## config.mk

```make
export PLATFORM = sky130hd
export DESIGN_NAME = wdog_top
export DESIGN_NICKNAME = d
export VERILOG_FILES = /design/src/rtl/wdog_pkg.sv /design/src/rtl/wdog_count.sv /design/src/rtl/wdog_power.sv /design/src/rtl/wdog_seq.sv /design/src/rtl/wdog_top.sv
export SDC_FILE = /design/constraint.sdc
export NUM_CORES = 1
export LEC_CHECK = 0
export BUFFER_PORTS_ARGS = -buffer_cell sky130_fd_sc_hd__clkbuf_2
export CORE_MARGIN = 4
export CORE_UTILIZATION = 34
export DETAILED_ROUTE_END_ITERATION = 10
export HOLD_SLACK_MARGIN = 0.15
export PLACE_DENSITY = 0.62
export SLEW_MARGIN = 20
export SYNTH_ARGS = -nofsm -noshare
export SYNTH_HDL_FRONTEND = slang
export SYNTH_SLANG_ARGS = --single-unit
```

## constraint.sdc

```tcl
create_clock -name clk -period 3 [get_ports clk]
set_clock_uncertainty 0.2 [all_clocks]
set_input_delay 0.3 -clock clk [delete_from_list [all_inputs] [get_ports clk]]
set_output_delay 0.3 -clock clk [all_outputs]
set_load 0.01 [all_outputs]
```

## src/rtl/wdog_pkg.sv

```systemverilog
package wdog_pkg;
    typedef enum logic [1:0] {
        SEQ_STRETCH = 2'd0,
        SEQ_RUN     = 2'd1,
        SEQ_REQ     = 2'd2
    } seq_e;

    typedef enum logic [1:0] {
        PWR_RUN  = 2'd0,
        PWR_WAIT = 2'd1,
        PWR_STOP = 2'd2
    } pwr_e;
endpackage

```

## src/rtl/wdog_count.sv

```systemverilog
module wdog_count #(
    parameter int CNT_W = 6
) (
    input  logic             clk,
    input  logic             rst_n,
    input  logic             hold_i,
    input  logic             tick_i,
    input  logic             frozen_i,
    input  logic             hw_act_i,
    input  logic             wr_en_i,
    input  logic [CNT_W-1:0] wr_val_i,
    input  logic             wr_enable_i,
    output logic [CNT_W-1:0] cnt_o,
    output logic             active_o,
    output logic             expire_o
);
    typedef struct packed {
        logic [CNT_W-1:0] cnt;
        logic             sw_en;
    } cnt_state_t;

    localparam logic [CNT_W-1:0] CNT_INIT = '1;
    localparam logic [CNT_W-1:0] CNT_ONE  = CNT_W'(1);

    cnt_state_t st_d, st_q;
    logic       act;
    logic       exp_d;

    always_comb begin
        st_d  = st_q;
        act   = hw_act_i | st_q.sw_en;
        exp_d = 1'b0;
        if (hold_i) begin
            st_d.cnt   = CNT_INIT;
            st_d.sw_en = 1'b0;
        end else if (wr_en_i && (act || wr_enable_i)) begin
            st_d.cnt = wr_val_i;
            if (wr_enable_i) begin
                st_d.sw_en = 1'b1;
            end
        end else if (tick_i && act && !frozen_i) begin
            if (st_q.cnt <= CNT_ONE) begin
                st_d.cnt = '0;
                exp_d    = 1'b1;
            end else begin
                st_d.cnt = st_q.cnt - CNT_ONE;
            end
        end
    end

    always_ff @(posedge clk or negedge rst_n) begin
        if (!rst_n) begin
            st_q.cnt   <= CNT_INIT;
            st_q.sw_en <= 1'b0;
        end else begin
            st_q <= st_d;
        end
    end

    assign cnt_o    = st_q.cnt;
    assign active_o = act;
    assign expire_o = exp_d;
endmodule

```

## src/rtl/wdog_power.sv

```systemverilog
module wdog_power
    import wdog_pkg::*;
(
    input  logic clk,
    input  logic rst_n,
    input  logic hold_i,
    input  logic stop_req_i,
    input  logic wake_i,
    input  logic active_i,
    input  logic ext_ctl_i,
    input  logic pin_i,
    output logic stop_o,
    output logic wait_o
);
    pwr_e mode_d, mode_q;
    logic true_stop;

    always_comb begin
        mode_d    = mode_q;
        true_stop = !active_i || (ext_ctl_i && pin_i);
        if (hold_i || wake_i) begin
            mode_d = PWR_RUN;
        end else if (stop_req_i && mode_q == PWR_RUN) begin
            mode_d = true_stop ? PWR_STOP : PWR_WAIT;
        end
    end

    always_ff @(posedge clk or negedge rst_n) begin
        if (!rst_n) begin
            mode_q <= PWR_RUN;
        end else begin
            mode_q <= mode_d;
        end
    end

    assign stop_o = (mode_q == PWR_STOP);
    assign wait_o = (mode_q == PWR_WAIT);
endmodule

```

## src/rtl/wdog_seq.sv

```systemverilog
module wdog_seq
    import wdog_pkg::*;
#(
    parameter int DLY_SHORT = 2048,
    parameter int DLY_LONG  = 32768
) (
    input  logic clk,
    input  logic rst_n,
    input  logic expire_i,
    input  logic tick_i,
    input  logic long_i,
    output logic hold_o,
    output logic req_o
);
    localparam int DLY_W = $clog2(DLY_LONG);
    localparam logic [DLY_W-1:0] LAST_S = DLY_W'(DLY_SHORT - 1);
    localparam logic [DLY_W-1:0] LAST_L = DLY_W'(DLY_LONG - 1);

    typedef struct packed {
        seq_e             ph;
        logic [DLY_W-1:0] dly;
    } seq_state_t;

    seq_state_t st_d, st_q;
    logic [DLY_W-1:0] last;

    always_comb begin
        st_d = st_q;
        last = long_i ? LAST_L : LAST_S;
        case (st_q.ph)
            SEQ_STRETCH: begin
                if (st_q.dly == last) begin
                    st_d.ph  = SEQ_RUN;
                    st_d.dly = '0;
                end else begin
                    st_d.dly = st_q.dly + DLY_W'(1);
                end
            end
            SEQ_RUN: begin
                if (expire_i) begin
                    st_d.ph = SEQ_REQ;
                end
            end
            SEQ_REQ: begin
                if (tick_i) begin
                    st_d.ph  = SEQ_STRETCH;
                    st_d.dly = '0;
                end
            end
            default: begin
                st_d.ph  = SEQ_STRETCH;
                st_d.dly = '0;
            end
        endcase
    end

    always_ff @(posedge clk or negedge rst_n) begin
        if (!rst_n) begin
            st_q.ph  <= SEQ_STRETCH;
            st_q.dly <= '0;
        end else begin
            st_q <= st_d;
        end
    end

    assign hold_o = (st_q.ph != SEQ_RUN);
    assign req_o  = (st_q.ph == SEQ_REQ);
endmodule

```

## src/rtl/wdog_top.sv

```systemverilog
module wdog_top #(
    parameter int CNT_W     = 6,
    parameter int DLY_SHORT = 2048,
    parameter int DLY_LONG  = 32768
) (
    input  logic             clk,
    input  logic             rst_n,
    input  logic             tick_i,
    input  logic             wr_en_i,
    input  logic [CNT_W+1:0] wr_data_i,
    input  logic             stop_req_i,
    input  logic             stop_pin_i,
    input  logic             wake_i,
    input  logic             opt_hw_act_i,
    input  logic             opt_ext_stop_i,
    input  logic             opt_long_delay_i,
    output logic             rst_req_o,
    output logic             core_rst_o,
    output logic             stop_o,
    output logic             wait_o,
    output logic [CNT_W+1:0] count_o
);
    logic             hold;
    logic             expire;
    logic             active;
    logic [CNT_W-1:0] cnt;
    logic             unused_wr_bit0;

    assign unused_wr_bit0 = wr_data_i[0];

    wdog_count #(.CNT_W(CNT_W)) u_count (
        .clk         (clk),
        .rst_n       (rst_n),
        .hold_i      (hold),
        .tick_i      (tick_i),
        .frozen_i    (stop_o),
        .hw_act_i    (opt_hw_act_i),
        .wr_en_i     (wr_en_i),
        .wr_val_i    (wr_data_i[CNT_W+1:2]),
        .wr_enable_i (wr_data_i[1]),
        .cnt_o       (cnt),
        .active_o    (active),
        .expire_o    (expire)
    );

    wdog_power u_power (
        .clk        (clk),
        .rst_n      (rst_n),
        .hold_i     (hold),
        .stop_req_i (stop_req_i),
        .wake_i     (wake_i),
        .active_i   (active),
        .ext_ctl_i  (opt_ext_stop_i),
        .pin_i      (stop_pin_i),
        .stop_o     (stop_o),
        .wait_o     (wait_o)
    );

    wdog_seq #(.DLY_SHORT(DLY_SHORT), .DLY_LONG(DLY_LONG)) u_seq (
        .clk      (clk),
        .rst_n    (rst_n),
        .expire_i (expire),
        .tick_i   (tick_i),
        .long_i   (opt_long_delay_i),
        .hold_o   (hold),
        .req_o    (rst_req_o)
    );

    assign core_rst_o = hold;
    assign count_o    = {cnt, 2'b10};
endmodule

```

==> flow_results.xml <==
<?xml version="1.0" encoding="UTF-8"?>
<metrics>
  <group name="final_layout">
    <metric name="multi_input_comb_area" unit="sq um">752.0</metric>
    <metric name="share_of_final_layout_standard_cells_stronger_than_drive_strength_1" unit="%">20.00</metric>
    <metric name="layout.cells.most_common_list" unit="">sky130_fd_sc_hd__clkbuf_2 (26), sky130_fd_sc_hd__nor2_1 (21), sky130_fd_sc_hd__dfrtp_1 (20), sky130_fd_sc_hd__nand2_1 (12)</metric>
    <metric name="finish.net_count" unit="">222</metric>
    <metric name="ff_latch_area" unit="sq um">658.1</metric>
    <metric name="filler_cell_count" unit="">446</metric>
    <metric name="n_antenna_cell" unit="">0</metric>
    <metric name="syn_to_final_growth" unit="%">19.36</metric>
    <metric name="layout_commonest_cell" unit="">sky130_fd_sc_hd__clkbuf_2</metric>
  </group>
  <group name="floorplan">
    <metric name="fp.dieArea" unit="sq um">5601</metric>
    <metric name="num_io_pins" unit="">30</metric>
    <metric name="floorplan.initialDensity" unit="%">34.89</metric>
    <metric name="die_y" unit="um">74.84</metric>
    <metric name="fp-row-count" unit="">24</metric>
    <metric name="placeableCoreArea" unit="sq um">4354</metric>
    <metric name="die-width" unit="um">74.84</metric>
  </group>
  <group name="synth">
    <metric name="number_of_enable_flip_flop_cells_after_synthesis" unit="">0</metric>
    <metric name="synth_top_cell_by_area" unit="">sky130_fd_sc_hd__dfrtp_1</metric>
    <metric name="syn-instance-count" unit="">171</metric>
    <metric name="synth_area_per_cell" unit="sq um">8.883</metric>
    <metric name="post_synth_num_cell_types" unit="">43</metric>
    <metric name="synthFlopType" unit="">sky130_fd_sc_hd__dfrtp_1</metric>
    <metric name="syn_nets" unit="">192</metric>
    <metric name="synth_largest_type_area_fraction" unit="%">32.95</metric>
    <metric name="asyncSetResetFlopFracSynth" unit="%">100.0</metric>
    <metric name="ys_ff_latch" unit="">26</metric>
    <metric name="post_synth_main_area_contributors" unit="">sky130_fd_sc_hd__dfrtp_1 (33%), sky130_fd_sc_hd__dfstp_2 (10%), sky130_fd_sc_hd__nor2_1 (5.2%)</metric>
    <metric name="yosysWarningCount" unit="">0</metric>
    <metric name="synth_seq_area_share" unit="%">43.33</metric>
    <metric name="synth_area" unit="sq um">1519</metric>
  </group>
  <group name="sta">
    <metric name="finalSetupViolations" unit="">0</metric>
    <metric name="max_clock_freq" unit="MHz">450.4</metric>
    <metric name="tightest_slew" unit="ns">0.6554</metric>
    <metric name="post-route-min-period" unit="ns">2.220</metric>
    <metric name="rsz_0062_raised_after_global_routing" unit="">false</metric>
    <metric name="min_period_over_period" unit="%">74.00</metric>
    <metric name="drv_slew" unit="">0</metric>
    <metric name="timing.slew.headroom" unit="%">56.31</metric>
    <metric name="final_hold_viol_count" unit="">0</metric>
    <metric name="finalWorstSetupSlack" unit="ns">0.7800</metric>
    <metric name="final.setup.tns" unit="ns">0</metric>
  </group>
  <group name="pwr">
    <metric name="vdd_drop_max" unit="V">0.0002180</metric>
    <metric name="power.leakage" unit="nW">0.8284</metric>
    <metric name="power-per-cell-area" unit="nW/um^2">467.3</metric>
  </group>
  <group name="clocking">
    <metric name="htree_num_levels" unit="">1</metric>
    <metric name="tritoncts" unit="">yes</metric>
    <metric name="clock-root-buffer" unit="">sky130_fd_sc_hd__clkbuf_8</metric>
    <metric name="cts-buffers-inserted" unit="">3</metric>
    <metric name="clk_pin_slew" unit="ns">0.09</metric>
    <metric name="cts.path.max_buffers" unit="">2</metric>
    <metric name="insertion_delay" unit="ns">0.27</metric>
    <metric name="cts_num_sinks" unit="">26</metric>
  </group>
  <group name="setup_path">
    <metric name="worst_r2r_endpoint" unit="">u_seq.st_q[8]$_DFFE_PN0P_</metric>
    <metric name="cp-startpoint" unit="">u_seq.st_q[13]$_DFFE_PN0P_</metric>
    <metric name="critical_path.slowest_cell" unit="">sky130_fd_sc_hd__or4_1</metric>
    <metric name="timing.critical_path.cells" unit="">or4_1 -&gt; o22a_1 -&gt; o21ai_4 -&gt; and2b_1 -&gt; nor2_1</metric>
    <metric name="delay_of_the_slowest_cell_on_the_worst_path" unit="ns">0.52</metric>
    <metric name="critical_path.top_delay_family" unit="">simple AND/OR/NAND/NOR gates</metric>
    <metric name="worstSetupPathDepth" unit="">5</metric>
    <metric name="worst_setup_path_start_kind" unit="">register</metric>
    <metric name="critical_path_class" unit="">register to register</metric>
    <metric name="critPathMaxFanout" unit="">9</metric>
    <metric name="worst-endpoint-arrival" unit="ns">2.18</metric>
    <metric name="reg2reg_setup_slack" unit="ns">0.78</metric>
    <metric name="r2r_cell_count" unit="">5</metric>
    <metric name="worstPathRequired" unit="ns">2.95</metric>
    <metric name="critPathCaptureType" unit="">register</metric>
    <metric name="r2r-start" unit="">u_seq.st_q[13]$_DFFE_PN0P_</metric>
    <metric name="path_buf_inv" unit="">0</metric>
  </group>
  <group name="detailed_routing">
    <metric name="postRouteAntennaNets" unit="">0</metric>
    <metric name="drt_iter0_drc" unit="">31</metric>
    <metric name="drt-total-wl" unit="um">3208</metric>
    <metric name="firstDrtPassIters" unit="">4</metric>
    <metric name="route.detailed.wl_per_inst" unit="um">12.73</metric>
    <metric name="vias" unit="">1256</metric>
    <metric name="via_per_inst" unit="">4.984</metric>
    <metric name="drt_drc_violations_left" unit="">0</metric>
  </group>
  <group name="global_route">
    <metric name="antenna_violations_before_repair" unit="">0</metric>
    <metric name="grt_start_max_net_pins" unit="">27</metric>
    <metric name="first_global_vias" unit="">1203</metric>
    <metric name="grt_remaining_overflow" unit="">0</metric>
    <metric name="grt_usage" unit="%">12.53</metric>
    <metric name="grt_first_pass_wirelength" unit="um">5388</metric>
  </group>
  <group name="flow_run">
    <metric name="drv.max_cap_violation_count" unit="">0</metric>
  </group>
  <group name="outcome">
    <metric name="run_status" unit="">finished clean</metric>
  </group>
  <group name="min_path">
    <metric name="hold_path.startpoint" unit="">tick_i</metric>
    <metric name="timing.hold.worst_endpoint" unit="">u_seq.st_q[16]$_DFFE_PN0P_</metric>
    <metric name="min_path_cells" unit="">3</metric>
    <metric name="hold_path.class" unit="">input pin to register</metric>
  </group>
  <group name="place">
    <metric name="hpwlAfterDp" unit="um">2292</metric>
    <metric name="place.port_buffers" unit="">26</metric>
    <metric name="place_congestion" unit="">0.8580</metric>
    <metric name="detailedPlace.worstSlack" unit="ns">0.7770</metric>
  </group>
</metrics>
stage by stage:
step	std cells	utilization (%)	power, mW	instance area [sq um]	hold slack (ns)
floorplan	171	-	0.5105	1519	-0.1956
CTS	252	41.64	0.8603	1813	0.1892
finish	252	41.64	0.8472	1813	0.1943
global route	252	41.64	0.9041	1813	0.2510
global placement	237	37.47	0.5475	1632	0.1659
detailed placement	237	37.47	0.5494	1632	0.1716
report_power, final:
| group | total (mW) | leakage [nW] | switching, mW | internal, mW |
|---|---|---|---|---|
| combinational | 0.132 | 0.460 | 0.0718 | 0.0606 |
| sequential | 0.421 | 0.332 | 0.0346 | 0.386 |
| clock | 0.294 | 0.0357 | 0.116 | 0.179 |
| total | 0.847 | 0.828 | 0.222 | 0.625 |
routing by layer:
| layer | track usage, % | routed length [um] | up-vias |
|---|---|---|---|
| li1 | - | - | 642 |
| met1 | 15.69 | 1512 | 588 |
| met2 | 21.28 | 1501 | 24 |
| met3 | 3.872 | 174 | 2 |
| met4 | 2.569 | 19 | 0 |
| met5 | 0 | 0 | - |
cells by family (layout without fill, tap and decap cells):
kind of cell,count (synthesis),in the layout,share of synthesized area (%)
AOI/OAI and AO/OA,31,31,12.93
xor gates and xnor gates,9,9,5.190
adders and majority gates,3,3,2.471
buffers and inverters,19,48,7.167
DFF,26,26,43.33
muxes,2,2,1.318
other,2,2,0.4944
and+or+nand+nor,79,79,27.10
cell usage after synthesis, types with 2 or more instances:
library cell                n
sky130_fd_sc_hd__nor2_1    21
sky130_fd_sc_hd__dfrtp_1   20
sky130_fd_sc_hd__nand2_1   12
sky130_fd_sc_hd__o21ai_0   11
sky130_fd_sc_hd__nor3_1     9
sky130_fd_sc_hd__buf_4      8
sky130_fd_sc_hd__nand3_1    8
sky130_fd_sc_hd__xor2_1     8
sky130_fd_sc_hd__a21oi_1    7
sky130_fd_sc_hd__inv_1      7
sky130_fd_sc_hd__dfstp_2    6
sky130_fd_sc_hd__nand4_1    5
sky130_fd_sc_hd__nand2b_1   4
sky130_fd_sc_hd__and3_1     3
sky130_fd_sc_hd__and4_1     3
sky130_fd_sc_hd__clkbuf_1   3
sky130_fd_sc_hd__ha_1       3
sky130_fd_sc_hd__nor2b_1    3
sky130_fd_sc_hd__a31oi_1    2
sky130_fd_sc_hd__conb_1     2
sky130_fd_sc_hd__mux2i_1    2
sky130_fd_sc_hd__nor3b_1    2
sky130_fd_sc_hd__or3_1      2
worst max-delay path by stage:
stage,end
after floorplan,u_seq.st_q[6]$_DFFE_PN0P_
after global placement,u_seq.st_q[14]$_DFFE_PN0P_
after detailed placement,u_seq.st_q[11]$_DFFE_PN0P_
after CTS,u_seq.st_q[8]$_DFFE_PN0P_
after global routing,u_seq.st_q[7]$_DFFE_PN0P_
final,u_seq.st_q[8]$_DFFE_PN0P_
what timing repair did:
item	CTS	global route
gates resized for setup	0	0
buffers inserted	0	0
hold buffers	11	0
hold endpoints to repair	29	0
endpoints found under the setup margin	0	0
layout make-up:
| class | instances | share of cell area [%] |
|---|---|---|
| multi-input cells | 126 | 41.48 |
| flip-flops and latches | 26 | 36.30 |
| repair buffers | 37 | 13.25 |
| well taps | 52 | 3.589 |
| clock buffers | 3 | 2.277 |
| clock inverters | 1 | 1.656 |
| inverters | 7 | 1.449 |
worst register-to-register path, delay by kind of cell, from the launching register on:
| kind | cells | cell delay (ns) |
|---|---|---|
| compound gates | 2 | 0.51 |
| flops | 1 | 0.42 |
| simple gates | 3 | 0.98 |
sequential cells by signal, indices dropped and copies added, names as in the netlist:
name and cells:
u_count.cnt_o 6, u_count.st_q 1, u_power.mode_q 2, u_seq.st_q 17
Power figures use the tool's default switching activity.
